[src/rtl/ecc_rmw_pkg.sv]
package ecc_rmw_pkg;

    localparam int DATA_W = 64;
    localparam int CODE_W = 72;
    localparam int LANES  = DATA_W / 8;
    localparam int SYN_W  = 7;
    localparam int OFF_W  = 3;

    typedef enum logic [1:0] {
        ST_SWEEP = 2'd0,
        ST_IDLE  = 2'd1,
        ST_FETCH = 2'd2,
        ST_APPLY = 2'd3
    } ctl_state_e;

    localparam logic [1:0] SZ_FULL = 2'b11;

    // Position p (1..71) is a check position when p is a power of two.
    function automatic logic is_check_pos(input int p);
        return (p & (p - 1)) == 0;
    endfunction

    // Codeword layout: bit 0 holds overall parity, bits 1..71 form a
    // Hamming code with check bits at power-of-two positions.
    function automatic logic [CODE_W-1:0] secded_encode(input logic [DATA_W-1:0] d);
        logic [CODE_W-1:0] c;
        int k;
        c = '0;
        k = 0;
        for (int p = 1; p < CODE_W; p++) begin
            if (!is_check_pos(p)) begin
                c[p] = d[k];
                k++;
            end
        end
        for (int b = 0; b < SYN_W; b++) begin
            logic x;
            x = 1'b0;
            for (int p = 1; p < CODE_W; p++) begin
                if (((p >> b) & 1) == 1) x = x ^ c[p];
            end
            c[1 << b] = x;
        end
        c[0] = ^c[CODE_W-1:1];
        return c;
    endfunction

    function automatic logic [DATA_W-1:0] secded_extract(input logic [CODE_W-1:0] c);
        logic [DATA_W-1:0] d;
        int k;
        d = '0;
        k = 0;
        for (int p = 1; p < CODE_W; p++) begin
            if (!is_check_pos(p)) begin
                d[k] = c[p];
                k++;
            end
        end
        return d;
    endfunction

endpackage

[src/rtl/ecc_secded_enc.sv]
module ecc_secded_enc
    import ecc_rmw_pkg::*;
(
    input  logic [DATA_W-1:0] data_in,
    output logic [CODE_W-1:0] code_out
);
    always_comb code_out = secded_encode(data_in);
endmodule

[src/rtl/ecc_secded_dec.sv]
module ecc_secded_dec
    import ecc_rmw_pkg::*;
(
    input  logic [CODE_W-1:0] code_in,
    output logic [DATA_W-1:0] data_out,
    output logic              single_fix,
    output logic              double_det
);
    logic [SYN_W-1:0]  syndrome;
    logic              par_odd;
    logic [CODE_W-1:0] repaired;

    always_comb begin
        syndrome = '0;
        for (int p = 1; p < CODE_W; p++) begin
            if (code_in[p]) syndrome = syndrome ^ SYN_W'(p);
        end
        par_odd    = ^code_in;
        repaired   = code_in;
        single_fix = 1'b0;
        double_det = 1'b0;
        if (par_odd) begin
            if (syndrome == '0) begin
                repaired[0] = ~code_in[0];
                single_fix  = 1'b1;
            end else if (int'(syndrome) < CODE_W) begin
                repaired[syndrome] = ~code_in[syndrome];
                single_fix         = 1'b1;
            end else begin
                double_det = 1'b1;
            end
        end else if (syndrome != '0) begin
            double_det = 1'b1;
        end
        data_out = secded_extract(repaired);
    end
endmodule

[src/rtl/ecc_lane_merge.sv]
module ecc_lane_merge
    import ecc_rmw_pkg::*;
(
    input  logic [1:0]        size,
    input  logic [OFF_W-1:0]  offs,
    input  logic [DATA_W-1:0] new_field,
    input  logic [DATA_W-1:0] old_word,
    output logic [DATA_W-1:0] merged,
    output logic [DATA_W-1:0] rd_field
);
    logic [DATA_W-1:0] field_mask;
    logic [OFF_W-1:0]  align_mask;
    logic [OFF_W:0]    nbytes;
    logic [OFF_W-1:0]  base;
    logic [DATA_W-1:0] shifted;
    logic [LANES-1:0]  lane_en;

    always_comb begin
        case (size)
            2'b00:   begin field_mask = 64'h0000_0000_0000_00FF; align_mask = 3'b111; nbytes = 4'd1; end
            2'b01:   begin field_mask = 64'h0000_0000_0000_FFFF; align_mask = 3'b110; nbytes = 4'd2; end
            2'b10:   begin field_mask = 64'h0000_0000_FFFF_FFFF; align_mask = 3'b100; nbytes = 4'd4; end
            default: begin field_mask = '1;                      align_mask = 3'b000; nbytes = 4'd8; end
        endcase
        base     = offs & align_mask;
        shifted  = (new_field & field_mask) << {base, 3'b000};
        rd_field = (old_word >> {base, 3'b000}) & field_mask;
    end

    for (genvar i = 0; i < LANES; i++) begin : g_lane
        assign lane_en[i] = (OFF_W'(i) >= base) &&
                            ({1'b0, OFF_W'(i)} < ({1'b0, base} + nbytes));
        assign merged[8*i +: 8] = lane_en[i] ? shifted[8*i +: 8] : old_word[8*i +: 8];
    end
endmodule

[src/rtl/ecc_rmw_ctrl.sv]
module ecc_rmw_ctrl
    import ecc_rmw_pkg::*;
#(
    parameter int ADDR_W = 10,
    parameter int CNT_W  = 8
) (
    input  logic                  clk,
    input  logic                  rst_n,
    input  logic                  req_valid,
    output logic                  req_ready,
    input  logic                  req_write,
    input  logic [1:0]            req_size,
    input  logic [ADDR_W+2:0]     req_addr,
    input  logic [63:0]           req_wdata,
    output logic                  rd_valid,
    output logic [63:0]           rd_data,
    output logic                  ue_flag,
    output logic [CNT_W-1:0]      corr_count,
    output logic                  mem_en,
    output logic                  mem_we,
    output logic [ADDR_W-1:0]     mem_addr,
    output logic [71:0]           mem_wdata,
    input  logic [71:0]           mem_rdata
);
    localparam int BA_W = ADDR_W + OFF_W;
    localparam logic [ADDR_W-1:0] LAST_ADDR = {ADDR_W{1'b1}};
    localparam logic [CNT_W-1:0]  CNT_MAX   = {CNT_W{1'b1}};

    typedef struct packed {
        ctl_state_e          st;
        logic [ADDR_W-1:0]   sweep_addr;
        logic [CODE_W-1:0]   fetched;
        logic                wr;
        logic [1:0]          size;
        logic [OFF_W-1:0]    offs;
        logic [ADDR_W-1:0]   waddr;
        logic [DATA_W-1:0]   wdata;
        logic                rsp;
        logic [DATA_W-1:0]   rdata;
        logic                ue;
        logic [CNT_W-1:0]    cnt;
    } ctl_t;

    ctl_t ctl_d, ctl_q;

    logic [DATA_W-1:0] enc_in;
    logic [CODE_W-1:0] enc_out;
    logic [DATA_W-1:0] dec_data;
    logic              dec_single;
    logic              dec_double;
    logic [DATA_W-1:0] merged_word;
    logic [DATA_W-1:0] read_field;

    ecc_secded_enc i_enc (
        .data_in  (enc_in),
        .code_out (enc_out)
    );

    ecc_secded_dec i_dec (
        .code_in    (ctl_q.fetched),
        .data_out   (dec_data),
        .single_fix (dec_single),
        .double_det (dec_double)
    );

    ecc_lane_merge i_merge (
        .size      (ctl_q.size),
        .offs      (ctl_q.offs),
        .new_field (ctl_q.wdata),
        .old_word  (dec_data),
        .merged    (merged_word),
        .rd_field  (read_field)
    );

    always_comb begin
        ctl_d     = ctl_q;
        ctl_d.rsp = 1'b0;
        ctl_d.ue  = 1'b0;
        req_ready = 1'b0;
        mem_en    = 1'b0;
        mem_we    = 1'b0;
        mem_addr  = ctl_q.waddr;
        enc_in    = '0;

        case (ctl_q.st)
            ST_SWEEP: begin
                mem_en           = 1'b1;
                mem_we           = 1'b1;
                mem_addr         = ctl_q.sweep_addr;
                enc_in           = '0;
                ctl_d.sweep_addr = ctl_q.sweep_addr + 1'b1;
                if (ctl_q.sweep_addr == LAST_ADDR) ctl_d.st = ST_IDLE;
            end
            ST_IDLE: begin
                req_ready = 1'b1;
                mem_addr  = req_addr[BA_W-1:OFF_W];
                if (req_valid) begin
                    if (req_write && req_size == SZ_FULL) begin
                        mem_en = 1'b1;
                        mem_we = 1'b1;
                        enc_in = req_wdata;
                    end else begin
                        mem_en      = 1'b1;
                        ctl_d.wr    = req_write;
                        ctl_d.size  = req_size;
                        ctl_d.offs  = req_addr[OFF_W-1:0];
                        ctl_d.waddr = req_addr[BA_W-1:OFF_W];
                        ctl_d.wdata = req_wdata;
                        ctl_d.st    = ST_FETCH;
                    end
                end
            end
            ST_FETCH: begin
                ctl_d.fetched = mem_rdata;
                ctl_d.st      = ST_APPLY;
            end
            default: begin
                if (dec_single && ctl_q.cnt != CNT_MAX) ctl_d.cnt = ctl_q.cnt + 1'b1;
                if (!ctl_q.wr) begin
                    ctl_d.rsp   = 1'b1;
                    ctl_d.rdata = read_field;
                    ctl_d.ue    = dec_double;
                end else if (dec_double) begin
                    ctl_d.ue = 1'b1;
                end else begin
                    mem_en = 1'b1;
                    mem_we = 1'b1;
                    enc_in = merged_word;
                end
                ctl_d.st = ST_IDLE;
            end
        endcase
        mem_wdata = enc_out;
    end

    always_ff @(posedge clk) begin
        if (!rst_n) begin
            ctl_q    <= '0;
            ctl_q.st <= ST_SWEEP;
        end else begin
            ctl_q <= ctl_d;
        end
    end

    assign rd_valid   = ctl_q.rsp;
    assign rd_data    = ctl_q.rdata;
    assign ue_flag    = ctl_q.ue;
    assign corr_count = ctl_q.cnt;
endmodule

[config.mk]
export PLATFORM = sky130hd
export DESIGN_NAME = ecc_rmw_ctrl
export DESIGN_NICKNAME = d
export VERILOG_FILES = /design/src/rtl/ecc_rmw_pkg.sv /design/src/rtl/ecc_secded_enc.sv /design/src/rtl/ecc_secded_dec.sv /design/src/rtl/ecc_lane_merge.sv /design/src/rtl/ecc_rmw_ctrl.sv
export SDC_FILE = /design/constraint.sdc
export NUM_CORES = 1
export LEC_CHECK = 0
export CAP_MARGIN = 20
export CORE_UTILIZATION = 30
export CTS_CLUSTER_DIAMETER = 120
export DETAILED_ROUTE_END_ITERATION = 12
export PLACE_DENSITY = 0.53
export SLEW_MARGIN = 25
export SYNTH_ARGS = -nofsm -noshare
export SYNTH_HDL_FRONTEND = slang
export SYNTH_SLANG_ARGS = --single-unit
[constraint.sdc]
create_clock -name clk -period 7.15 [get_ports clk]
set_input_delay 0.715 -clock clk [delete_from_list [all_inputs] [get_ports clk]]
set_output_delay 0.715 -clock clk [all_outputs]
set_load 0.005 [all_outputs]
==> results of run 1 <==
[area by class of cell]
class	count	area share
clock inverter	12	0.00824
sequential	238	0.182
tap	773	0.0368
timing repair buffer	735	0.246
multi-input combinational	1758	0.492
clock buffer	39	0.0306
inverter	29	0.00415
[logic make-up (layout without fill, tap and decap cells)]
kind of cell / Yosys count / in the layout
buffers and inverters: 263 / 815
AOI/OAI and AO/OA: 583 / 583
adders and majority gates: 10 / 10
xor gates and xnor gates: 262 / 263
muxes: 158 / 158
DFF: 238 / 238
and+or+nand+nor: 744 / 744
[layer usage]
| layer | vias up | track usage |
|---|---|---|
| li1 | 8911 | - |
| met1 | 9414 | 0.389 |
| met2 | 827 | 0.466 |
| met3 | 144 | 0.0529 |
| met4 | 2 | 0.0838 |
| met5 | - | 0 |
[worst max path at each step]
stage	slack, ps	endpoint	cells after the start	start
2_1_floorplan	670	mem_wdata[0]	24	ctl_q[152]
3_3_place_gp	-620	mem_wdata[0]	21	ctl_q[199]
3_5_place_dp	-610	mem_wdata[0]	21	ctl_q[199]
4_1_cts	-320	mem_wdata[2]	27	ctl_q[207]
5_1_grt	-550	mem_wdata[2]	28	ctl_q[216]
6_report	-350	mem_wdata[0]	23	ctl_q[216]
[cell usage after synthesis (all sizes together), types with 7 or more instances]
cell type	n
nand2	354
dfxtp	238
xnor2	171
mux2i	139
clkbuf	136
o21ai	122
nor2b	114
a21boi	111
a21oi	109
nor2	102
buf	98
xor2	54
nand3	51
a22oi	37
xnor3	32
nor3	31
inv	28
and2	27
o211ai	22
a22o	21
mux2	19
a211oi	16
o31ai	15
a21o	14
nand4	13
or3	12
a31oi	11
a32o	11
o311ai	11
a221oi	10
and3	10
a2111oi	9
ha	9
nand2b	9
o31a	8
a32oi	7
[through the flow]
step | std cells | TNS, ps | hold WS, ps
final | 3584 | -836 | 461
after global routing | 3584 | -1340 | 483
after CTS | 3573 | -1190 | 465
after detailed placement | 3497 | -1540 | 457
after global placement | 3497 | -1670 | 450
after floorplan | 2258 | 0 | 440
[state kept, by name, indices dropped and copies added (netlist names)]
register and count:
rd_data 64, corr_count 8, ue_flag 1, ctl_q 164, rd_valid 1
[what timing repair did]
item,4_1_cts,5_1_grt
setup buffers,22,11
gates resized for setup,90,81
pin swaps,16,24
endpoints found under the setup margin,8,7
gates cloned,3,0
[worst max-delay path, delay by kind of cell (launching register included)]
kind            cells  cell delay (ps)
xor+xnor           12             3390
compound gates      2              370
mux                 1              350
flops               1              330
buf+inv             6             1090
simple gates        2              670
[power groups by stage]
stage / Combinational [mW] / Clock (mW) / Sequential [mW]
floorplan: 0.754 / 0 / 1.43
global placement: 1.45 / 0 / 1.45
detailed placement: 1.45 / 0 / 1.45
CTS: 1.53 / 1.64 / 1.42
global route: 1.68 / 1.70 / 1.43
finish: 1.60 / 1.61 / 1.43
==> impl.org, run 1 <==
** Power and ir drop
- Fraction of power consumed by the clock network :: 0.347
- Summed over all cells, the static leakage comes to just under 10 nW.
- The share of total power dissipated in combinational logic is 0.345.
- Cell Int Power :: roughly 3 mW
- In this run the power density over the cells is 176 nW/um^2.
- Switch Pwr :: 1.55 mW
- Highest ir drop seen on vdd :: approximately 0.19 mV
- The share of total power dissipated in sequential elements is 0.308.
- Switching part of the total :: 0.336
- The design draws 4.63 mW.

** Global routing
- Global routing finished with a remaining overflow of 0.
- Largest net degree at the start of global routing :: 90
- Across every metal layer, demand over resource in global routing totals 0.288.
- The number of global-route vias before repair was 18,800.
- Wire length of the first global-routing pass :: around 130 mm
- Number of antenna violations at the first check in global routing :: 3

** Layout
- Post-layout net count :: 2,956
- Registers take 4780 um^2.
- Post-layout utilization of the core :: 0.441
- Number of diodes added for antenna fixing :: 0
- Summing all multi-input logic gate instances after layout gives about 13,000 um^2.
- In the final layout, the share of cells above drive strength 1 is 0.230.
- Syn-to-layout area delta :: 44.0%
- Leaving out fill and tap cells, the most frequent cell in the layout is buf_4.
- Most used cells in the layout excluding fill and tap cells :: buf_4 (408), nand2_1 (353), clkdlybuf4s50_1 (307), dfxtp_1 (227), xnor2_1 (153)
- Fillers :: slightly below 6,000
- The finished cells cover 26,300 um^2.

** Route
- Summed over all nets, wire length on met3 after detailed routing comes to approximately 6.8 mm.
- In the routed design, unresolved DRC markers number 0.
- The first routing iteration left approximately 1,800 violations.
- Using the TritonRoute via totals, the vias-per-cell ratio works out to 5.38.
- Before antenna repair, the detailed router went through 8 iterations.
- Routed via count :: 19,300
- Total routed wirelength :: slightly above 90 mm
- Routed metal-1 wirelength :: 40.5 mm
- Detailed route wirelength on metal2 :: between 40 and 50 mm
- WL per Instance :: around 26 um
- Highest metal used :: met5
- Post-route antenna net violation count :: 0

** Setup path
- Crit path required time :: between 6000 and 7000 ps
- Depth of the worst register-to-register path :: 21
- Cell at the slowest stage of the critical path :: xnor3_2
- Data on the critical path arrives at its endpoint at between 6000 and 7000 ps.
- Capture instance of the worst register-to-register path :: rd_data[7]
- Stage delay of the slowest cell on the critical path :: roughly 500 ps
- The worst register-to-register path has a setup slack of between 1500 and 2000 ps.
- Startpoint of the most critical register-to-register path :: ctl_q[199]
- Setup CP Type :: register to output port
- In this design, the critical path's most frequently occurring cell is buf_4.
- Along the worst path, the maximum fanout reaches 5.
- Critical path startpoint category :: register
- The critical path goes through xor2_1, xnor2_1, xnor3_2, buf_4, xnor3_2, buf_4, xor2_2, xor2_2, or3_1, buf_4, nor2_1, mux2i_4, a211oi_1, buf_4, a21oi_1, xnor2_1, buf_4, xnor3_1, xnor2_2, xor2_2, xnor3_1, xnor3_1, dlygate4sd2_1.
- The worst setup path is captured at an output port.

** Placed design
- Post-Place Setup Slack :: -610 ps
- HPWL after detailed placement :: 73.6 mm
- Dpl cell area :: about 24,000 um^2
- GP Congestion :: 1.01
- Count of input and output buffers :: approximately 310

** Logic synthesis
- After synthesis, the largest family of logic cells by area is compound AO/OA/AOI/OAI gates.
- Arithmetic-cell share of the synthesized area counting full adders, half adders and majority gates :: 0.00727
- Warnings from Yosys :: 0
- Post-Synthesis Cells :: roughly 2,300
- Yosys attributes the largest share of cell area to dfxtp_1 (26%), xnor2_1 (8.1%), mux2i_1 (7.6%).
- Of the post-synthesis cell area, the part taken by muxes is 0.0885.
- Summing every instance area after synthesis gives roughly 18,000 um^2.
- Post-Synth XOR/XNOR Area :: 0.156
- In this run, distinct cell masters in the synthesized netlist total a little over 90.
- The area fraction in compound gates after synthesis came to 0.226.
- Yosys top cell area share :: 0.261
- Predominant post-synthesis flop cell :: dfxtp_1
- Of all cell types, the one taking the most synthesized area is dfxtp_1.
- Synth Area in Simple Gates :: 0.188
- The number of nets in the synthesized netlist is around 2,400.
- The synthesized design contains approximately 240 register bits.
- The share of the Yosys chip area taken by registers is 0.261.
- The average instance in the mapped netlist occupies between 8 and 9 um^2.
- Proportion of register bits with asynchronous set or reset after synthesis :: 0
- Number of flops mapped to enable cells by yosys :: 0

** STA
- At the pin with the least slew margin, the transition time is between 1000 and 1500 ps.
- Setup repair after global routing could not meet its margin everywhere.
- Measured against its own limit, the worst slew margin works out to 0.313.
- Skew final :: around 14 ps
- The final-report max-slew violation count came to 0.
- Of the available clock period, the critical path in the final layout requires 1.05.
- Final period demand of the worst path :: ~7500 ps
- Setup slack after layout :: -349 ps
- For this run, the top clock speed supported by timing is between 100 and 150 MHz.
- Setup violations remaining at the end of the flow were counted as 3.
- The final hold violation count was 0.

** Status
- Violations in the final reports :: negative setup slack
- The run finished, with violations left.

** Min path
- The worst hold path passes through 2 cells.
- The worst hold path belongs to the class register to register.
- The worst hold path begins at rd_data[10].
- The worst hold path terminates at rd_data[10].

** Clock tree
- The clock net in this run drives a total of approximately 240 sinks.
- Cell at the root of the clock tree :: clkbuf_16
- TritonCTS clock tree :: done
- Clock insertion delay at the later pin of the skew report :: 580 ps
- After clock tree synthesis, the clock-pin slew on the worst setup and hold paths is around 50 ps.
- In this run the number of H-tree levels came out at 1.
- After clock tree synthesis, the flow added hold-fix buffers numbering 0.
- Total CTS buffers :: 29
- No sink is reached through more buffers than the 3 on the longest clock path.

** Floorplan
- Horizontal die dimension :: 249 um
- Pin placement for this block handled roughly 310 I/O pins.
- The die is 249 um tall.
- The initial utilization of the core area, before any placement, comes to 0.306.
- Row count :: 89
- After floorplanning, the core was sized to cover 59,600 um^2.
- The die covers 61,800 um^2.

** Run
- Number of max-capacitance violations reported :: 0
(Power assumes the default switching activity.)
==> inputs of run 2 (changes only) <==
--- a/config.mk
+++ b/config.mk
@@ -6,6 +6,7 @@
 export NUM_CORES = 1
 export LEC_CHECK = 0
 export CAP_MARGIN = 20
+export CORE_MARGIN = 1
 export CORE_UTILIZATION = 30
 export CTS_CLUSTER_DIAMETER = 120
 export DETAILED_ROUTE_END_ITERATION = 12
@@ -13,4 +14,5 @@
 export SLEW_MARGIN = 25
 export SYNTH_ARGS = -nofsm -noshare
 export SYNTH_HDL_FRONTEND = slang
+export SYNTH_HIERARCHICAL = 1
 export SYNTH_SLANG_ARGS = --single-unit
==> impl.org, run 2 <==
** Clock tree
- Maximum clock path buffer count :: 3
- For the worst-skew pair, the clock arrives at the later sink with an insertion delay of roughly 580 ps.
- The tree is rooted in a clkbuf_16.
- Counting the buffers created by CTS gives 29.
- In this run the number of H-tree levels came out at 1.
- Count of clock tree sinks :: 238
- After clock tree synthesis, the clock-pin slew on the worst setup and hold paths is 60 ps.
- TritonCTS clock tree :: done

** STA
- Number of pins with negative max-slew slack in the final report :: 0
- Dividing the final minimum period by the clock period gives 1.00.
- Skew final :: around 25 ps
- Slew at the pin closest to its max-slew limit :: around 1000 ps
- Endpoints failing hold :: 0
- Across all setup checks in the final design, the least slack found is -15.9 ps.
- Subtracting the final worst setup slack from the clock period gives between 7000 and 8000 ps.
- RSZ-0062 raised after global routing :: yes
- # setup viols final :: 1
- Static timing analysis puts the maximum clock frequency at approximately 140 MHz.
- Relative max-transition margin :: 0.306
- After routing, the total negative slack on setup checks comes to -15.9 ps.

** Min path
- The worst hold path terminates at rd_data[60].
- Hold Path Origin :: rd_data[60]
- The worst hold path was traced through 2 stages.
- Classification of the worst-slack hold path :: register to register

** Route
- The first routing iteration left between 1,500 and 2,000 violations.
- Post-route antenna net violation count :: 0
- Residual DRC count :: 0
- Total routed wirelength :: between 80 and 90 mm
- WL per Instance :: ~24 um
- Avg Vias per Cell :: approximately 5.3
- Number of detailed-route iterations in the first pass :: 6
- Detailed routing inserted a total of approximately 18,000 vias.

** Power and ir drop
- The internal portion of the total power is ~4.7 mW.
- Of the total power, the share spent switching nets is 0.437.
- Leakage :: ~9.0 nW
- For this design the ratio of total power to cell area is about 350 nW/um^2.
- The analysis attributes to net switching a power of 3.67 mW.
- Highest ir drop seen on vdd :: between 0.3 and 0.4 mV
- The design draws ~8.4 mW.
- Combinational cell fraction of total power :: 0.634
- Flop pwr share :: 0.181
- The share of total power dissipated in the clock network is 0.185.

** Global routing
- Largest net degree at the start of global routing :: between 90 and 100
- For met1 alone, demand over resource in global routing was 0.346.
- The layer flagged by global routing as most heavily used is met2.
- The initial antenna violation count is 0.
- Global route total overflow :: 0
- For met3 alone, demand over resource in global routing was 0.0436.
- Across every metal layer, demand over resource in global routing totals 0.255.
- Global Route met2 Usage :: 0.410
- Wire length of the first global-routing pass :: approximately 120 mm
- The number of global-route vias before repair was between 15,000 and 20,000.

** Layout
- The final layout contains 2,715 nets.
- Fill cells in the final layout number roughly 6,000.
- The register with the most flip-flops in the layout has ~160 of them.
- In the layout the commonest cells are nand2_1 (423), clkdlybuf4s50_1 (311), buf_4 (225), dfxtp_1 (209), a21oi_1 (185).
- Post-layout utilization of the core :: 0.408
- Share of post-route cells with drive strength above 1 :: 0.198
- Leaving out fill and tap cells, the most frequent cell in the layout is nand2_1.
- Summing all flip-flop and latch instances after layout gives 4810 um^2.
- Area occupied by multi-input gates :: 12,300 um^2
- Design Area, Final :: 24,300 um^2
- Cell Count, Final, Fillers Out :: about 3,300
- Syn-to-layout area delta :: 33.5%
- ctl_q holds more flip-flops than any other register.

** Status
- The final reports fail on negative setup slack.
- Run status :: complete, but fails checks

** Logic synthesis
- Post-Synthesis Cells :: approximately 2,200
- For this run, the register share of the synthesized area comes to 0.262.
- Total standard cell area after synthesis :: ~18,000 um^2
- For this run, the leading register cell type out of synthesis is dfxtp_1.
- Avg Synthesized Cell Area :: between 8 and 9 um^2
- The number of different library cells used by synthesis comes to 86.
- Number of flops mapped to enable cells by yosys :: 0
- Post-synthesis register bit count :: 238
- Of the post-synthesis cell area, the dominant cell type holds 0.262.
- Most frequent cell after synthesis :: nand2_1
- Cell type contributing the most total cell area after synthesis :: dfxtp_1
- Yosys printed 6 warnings.
- Biggest area contributors in the synthesized netlist :: dfxtp_1 (26%), nand2_1 (8.7%), xnor2_1 (8.7%)
- Proportion of register bits with asynchronous set or reset after synthesis :: 0
- When the netlist entered floorplanning its net count stood at around 2,400.
- Ranked by instance count, the synthesized netlist is headed by nand2_1 (423), dfxtp_1 (238), a21oi_1 (187).

** Placed design
- Once placement finished, the instance area stood at ~22,000 um^2.
- In this run, placement finished with an instance count of about 3,300.
- Routability-driven placement finished with a final weighted congestion of slightly below 1.
- HPWL after detailed placement :: 63.2 mm
- Buffers placed on the I/O ports in this run total approximately 310.

** Setup path
- The signal on the critical path passes through xnor2_1, xnor2_1, xnor3_2, buf_12, xor2_4, and2_4, a21o_4, buf_12, a32oi_1, nand2_1, a22o_4, mux2_2, mux2_2, a22o_1, xnor3_1, xnor3_2, xnor3_1, xnor3_2, xnor3_1, xnor3_1, clkdlybuf4s15_1.
- Critical path startpoint category :: register
- The largest individual stage delay along the critical path comes from the cell xnor3_2.
- Crit path required time :: approximately 6400 ps
- Capture instance of the worst register-to-register path :: rd_data[9]
- Setup CP Type :: register to output port
- Depth of the worst register-to-register path :: 17
- Capturing element type of the critical path :: output port
- In this run the worst path has a maximum fanout of 5.
- Most used cell, CP :: xnor3_1
- The largest single stage delay on the critical path is between 500 and 600 ps.
- Startpoint of the most critical register-to-register path :: ctl_q[223]
- R2r setup slk :: 2450 ps
- Data on the critical path arrives at its endpoint at between 6000 and 7000 ps.

** Floorplan
- The die is roughly 250 um tall.
- Initial Utilization :: 0.306
- The core region is 59,500 um^2.
- Total Die Area :: between 60,000 and 70,000 um^2
- The floorplan has just under 90 rows.
- Total I/O pin count :: about 310
- In this run the horizontal extent of the chip is 248 um.

** Run
- Number of max-capacitance violations reported :: 0
[run 2: cell types whose count changed after synthesis, moves of 66 or more]
cell      previous run  this run
clkbuf_1           136        70
nand2_1            354       423
nor2b_1            114         5
a21oi_1            109       187
nor2_1             102       183
a21boi_0           111         0
[run 2: layout make-up]
type                    count  area share
clock inverters            11     0.00665
repair buffers            552       0.210
flip-flops and latches    238       0.198
multi-input cells        1693       0.505
diodes                      1    0.000103
inverters                  37     0.00593
well taps                 773      0.0399
clock buffers              42      0.0340
[run 2: power by group through the flow]
stage	Sequential [mW]	Combinational [mW]	Clock [mW]
floorplan	1.51	2.82	0
global placement	1.55	4.51	0
detailed placement	1.55	4.52	0
CTS	1.52	5.16	1.59
global route	1.54	5.62	1.64
finish	1.53	5.33	1.55
[run 2: worst max-delay path, delay by kind of cell (launching register included)]
family / cells / cell delay (ps)
DFF: 1 / 370
AOI/OAI and AO/OA: 4 / 990
xor gates and xnor gates: 10 / 3050
buffers and inverters: 3 / 510
and+or+nand+nor: 2 / 290
muxes: 2 / 640
[run 2: per-layer routing]
layer / up-vias / wire [um]
met5: - / 0
met4: 0 / 2560
met3: 130 / 5560
met2: 668 / 37000
met1: 8552 / 35800
li1: 8239 / -
[run 2: per-stage QoR]
stage          setup slack (ps)  hold slack [ps]
2_1_floorplan              1040              433
3_3_place_gp               63.2              442
3_5_place_dp               52.7              444
4_1_cts                   -43.1              453
5_1_grt                    -213              468
6_report                  -15.9              452
[run 2: logic make-up after synthesis]
| kind of cell | count (synthesis) | synth area share |
|---|---|---|
| DFF | 238 | 0.262 |
| buffers and inverters | 318 | 0.0996 |
| adders and majority gates | 9 | 0.00619 |
| AOI/OAI and AO/OA | 480 | 0.180 |
| and+or+nand+nor | 718 | 0.166 |
| muxes | 227 | 0.134 |
| xor gates and xnor gates | 257 | 0.153 |
[run 2: worst max path at each step]
stage,end,cells past startpoint,start
CTS,mem_wdata[0],23,ctl_q[167]
finish,mem_wdata[0],21,ctl_q[223]
global placement,mem_wdata[0],21,ctl_q[167]
global route,mem_wdata[0],25,ctl_q[205]
detailed placement,mem_wdata[0],21,ctl_q[167]
floorplan,mem_wdata[0],21,ctl_q[184]
[run 2: repair_timing]
action / in CTS / in global routing
endpoints found under the setup margin: 7 / 7
hold buffers: 0 / 0
pin swaps: 50 / 14
cloned: 4 / 0
resized for setup: 114 / 24
setup buffers: 28 / 6
==> inputs of run 3 (changes only) <==
--- a/config.mk
+++ b/config.mk
@@ -10,7 +10,8 @@
 export CORE_UTILIZATION = 30
 export CTS_CLUSTER_DIAMETER = 120
 export DETAILED_ROUTE_END_ITERATION = 12
-export PLACE_DENSITY = 0.53
+export DONT_BUFFER_PORTS = 1
+export PLACE_DENSITY = 0.47
 export SLEW_MARGIN = 25
 export SYNTH_ARGS = -nofsm -noshare
 export SYNTH_HDL_FRONTEND = slang
==> constraint.sdc (replaced) <==
create_clock -name clk -period 8.94 [get_ports clk]
set_input_delay 0.894 -clock clk [delete_from_list [all_inputs] [get_ports clk]]
set_output_delay 0.894 -clock clk [all_outputs]
set_load 0.005 [all_outputs]
==> impl.org, run 3 (synthesized netlist as in run 2, its figures left out) <==
** Clock tree
- Clock insertion delay at the later pin of the skew report :: approximately 580 ps
- In this run the post-CTS setup repair buffer count came out at 0.
- TritonCTS built the clock tree.
- Clock tree synthesis selected as its root buffer the cell clkbuf_16.
- Clock-pin slew was measured on the worst setup and hold paths at roughly 60 ps.
- Post-cts sizing count :: 0
- Maximum clock path buffer count :: 3
- The tree built by TritonCTS fans out to approximately 240 sinks.
- Hold bufs inserted after CTS :: 0
- Clock tree synthesis inserted a total of 30 buffers.
- H-tree Lvls :: 1

** Min path
- Worst-case hold path end point :: ctl_q[149]
- Hold Path Origin :: req_addr[1]
- Instance count along the most critical hold path :: 2
- Classification of the worst-slack hold path :: primary input to register

** Placed design
- Buffers placed on the I/O ports in this run total 0.
- The congestion estimate from routability-driven global placement came to about 0.96.
- HPWL after detailed placement :: approximately 60 mm
- Number of cells in the design after placement :: about 2,800

** Status
- Run status :: complete, no violations

** Route
- After detailed routing, the average wire length per cell comes to between 20 and 30 um.
- Number of detailed-route iterations in the first pass :: 8
- Avg Vias per Cell :: ~5.5
- Across all layers, the routed design uses 15,700 vias.
- Summed over all layers, the routed wires come to around 78 mm.
- Residual DRC count :: 0
- Post-route antenna net violation count :: 0
- Iteration-0 DRC Markers :: ~1,500

** Global routing
- Wire length of the first global-routing pass :: between 100 and 150 mm
- The layer flagged by global routing as most heavily used is met2.
- In the global route stage, overall resource usage came out at 0.244.
- The number of global-route vias before repair is about 15,000.
- The initial antenna violation count was 4.
- Largest net degree at the start of global routing :: ~90
- After global routing the overflow that remains totals 0.
- For met2 alone, demand over resource in global routing was 0.391.
- Met3 capacity usage during global routing :: 0.0693
- Met1 Usage GRT :: 0.317

** STA
- Setup_tns :: 0 ps
- In this run the tightest slew margin relative to its limit is 0.313.
- Slew at the pin closest to its max-slew limit :: between 1000 and 1500 ps
- Setup repair after global routing left no endpoint under its margin.
- Endpoints failing hold :: 0
- Number of pins with negative max-slew slack in the final report :: 0
- Skew final :: 14.4 ps
- Counting I/O delays and the setup requirement, the final critical path takes ~8600 ps.
- Max Fclk :: about 120 MHz
- # setup viols final :: 0
- Dividing the final minimum period by the clock period gives 0.957.

** Layout
- The library cells used most frequently in the layout, excluding fill and tap cells, are nand2_1 (423), dfxtp_1 (237), a21oi_1 (187), nor2_1 (183), xnor2_1 (181).
- The register with the most flip-flops in the layout has roughly 160 of them.
- After filler insertion, the fill cell instance count of the layout stands at around 6,300.
- In the final layout, the multi-input gates occupy around 12,000 um^2.
- Syn-to-layout area delta :: 4.00%
- For this run, the post-layout net count is 2,198.
- Registers take between 4000 and 5000 um^2.
- Leaving out filler cells and counting taps, the final layout contains between 2,000 and 3,000.
- The library cell used most frequently in the layout, excluding fill and tap cells, is nand2_1.
- More flip-flops sit in one register than any other, and that register is ctl_q.
- Share of post-route cells with drive strength above 1 :: 0.102

** Setup path
- The worst setup path is captured at an output port.
- R2r setup slk :: slightly above 3000 ps
- STA classifies the critical path startpoint as a register.
- Cell at the slowest stage of the critical path :: xor2_2
- The most numerous cell type found on the critical path is xnor3_1.
- Cell breakdown of the critical path :: xor2_1, xnor2_1, xnor2_1, xnor3_2, xor2_2, nand2_1, o21ai_0, a21oi_1, nor2_4, buf_4, a22o_1, xor2_1, xnor3_1, xnor3_1, xnor3_2, xnor3_1, xnor3_1
- The worst register-to-register path begins at ctl_q[224].
- In this run the critical register-to-register path is captured at rd_data[10].
- In this design, the stage delay of the slowest critical-path cell is between 700 and 800 ps.
- Along the worst path, the maximum fanout reaches 27.
- Data on the critical path is required at its endpoint by 8050 ps.
- Measured in cells, the most critical reg-to-reg path has a length of 14.
- Setup CP Type :: register to output port
- Data arrival time of the worst path :: around 7700 ps

** Floorplan
- Initial Utilization :: 0.306
- The floorplan has 89 rows.
- Total I/O pin count :: between 300 and 400
- The floorplan step set the die width to between 200 and 250 um.
- Total Die Area :: approximately 62,000 um^2
- Die Ht :: around 250 um
- Floorplan core area :: just under 60,000 um^2

** Power and ir drop
- The design draws around 5.7 mW.
- For this design the static power due to leakage is around 6.6 nW.
- Power per unit of standard cell area :: 304 nW/um^2
- IR analysis of the VDD net gives a maximum drop of 0.240 mV.

** Run
- The tool flagged a number of max-cap violations equal to 0.
run 3: cell count changes in the layout (fill, tap and decap cells not counted), sizes merged:
cell,before,now
xnor3,30,29
clkdlybuf4s50,311,0
diode,1,4
buf,237,36
bufinv,4,5
a22o,81,80
clkdlybuf4s15,1,0
clkinvlp,0,1
bufbuf,2,0
run 3: cell type report:
type | count | share of cell area
antenna | 4 | 0.000529
sequential | 238 | 0.252
multi-input combinational | 1691 | 0.617
clock buffer | 43 | 0.0471
timing repair buffer | 36 | 0.0143
tap | 773 | 0.0512
inverter | 37 | 0.00761
clock inverter | 13 | 0.0106
run 3: how the worst max path moves through the flow:
stage                   endpoint       start  slack (ps)
floorplan           mem_wdata[0]  ctl_q[184]        2650
CTS                 mem_wdata[0]  ctl_q[224]         440
detailed placement  mem_wdata[0]  ctl_q[169]        1080
global placement    mem_wdata[0]  ctl_q[224]        1050
finish              mem_wdata[0]  ctl_q[224]         380
global route        mem_wdata[0]  ctl_q[169]          60
run 3: stage by stage:
step / setup slack, ps / utilization / cell area (um^2) / hold slack, ps
after floorplan: 2650 / - / 18200 / 433
after global placement: 1050 / 0.299 / 17800 / 443
after detailed placement: 1080 / 0.299 / 17800 / 447
after CTS: 441 / 0.318 / 18900 / 413
after global routing: 56.8 / 0.318 / 18900 / 434
final: 383 / 0.318 / 18900 / 443
run 3: power breakdown:
group	total, mW	internal [mW]	switching (mW)
Sequential	1.22	1.13	0.0865
Clock	1.34	0.834	0.511
Combinational	3.18	0.994	2.18
run 3: per-layer routing:
metal / wire length [um] / part of all wire
met5: 17 / 0.00022
met4: 2230 / 0.029
met3: 6960 / 0.089
met2: 36400 / 0.47
met1: 32600 / 0.42
run 3: critical path, delay by kind of cell (launching register included):
family | cells | cell delay, ps
compound gates | 3 | 830
xor+xnor | 11 | 4050
buf+inv | 1 | 360
flops | 1 | 640
simple gates | 2 | 1150
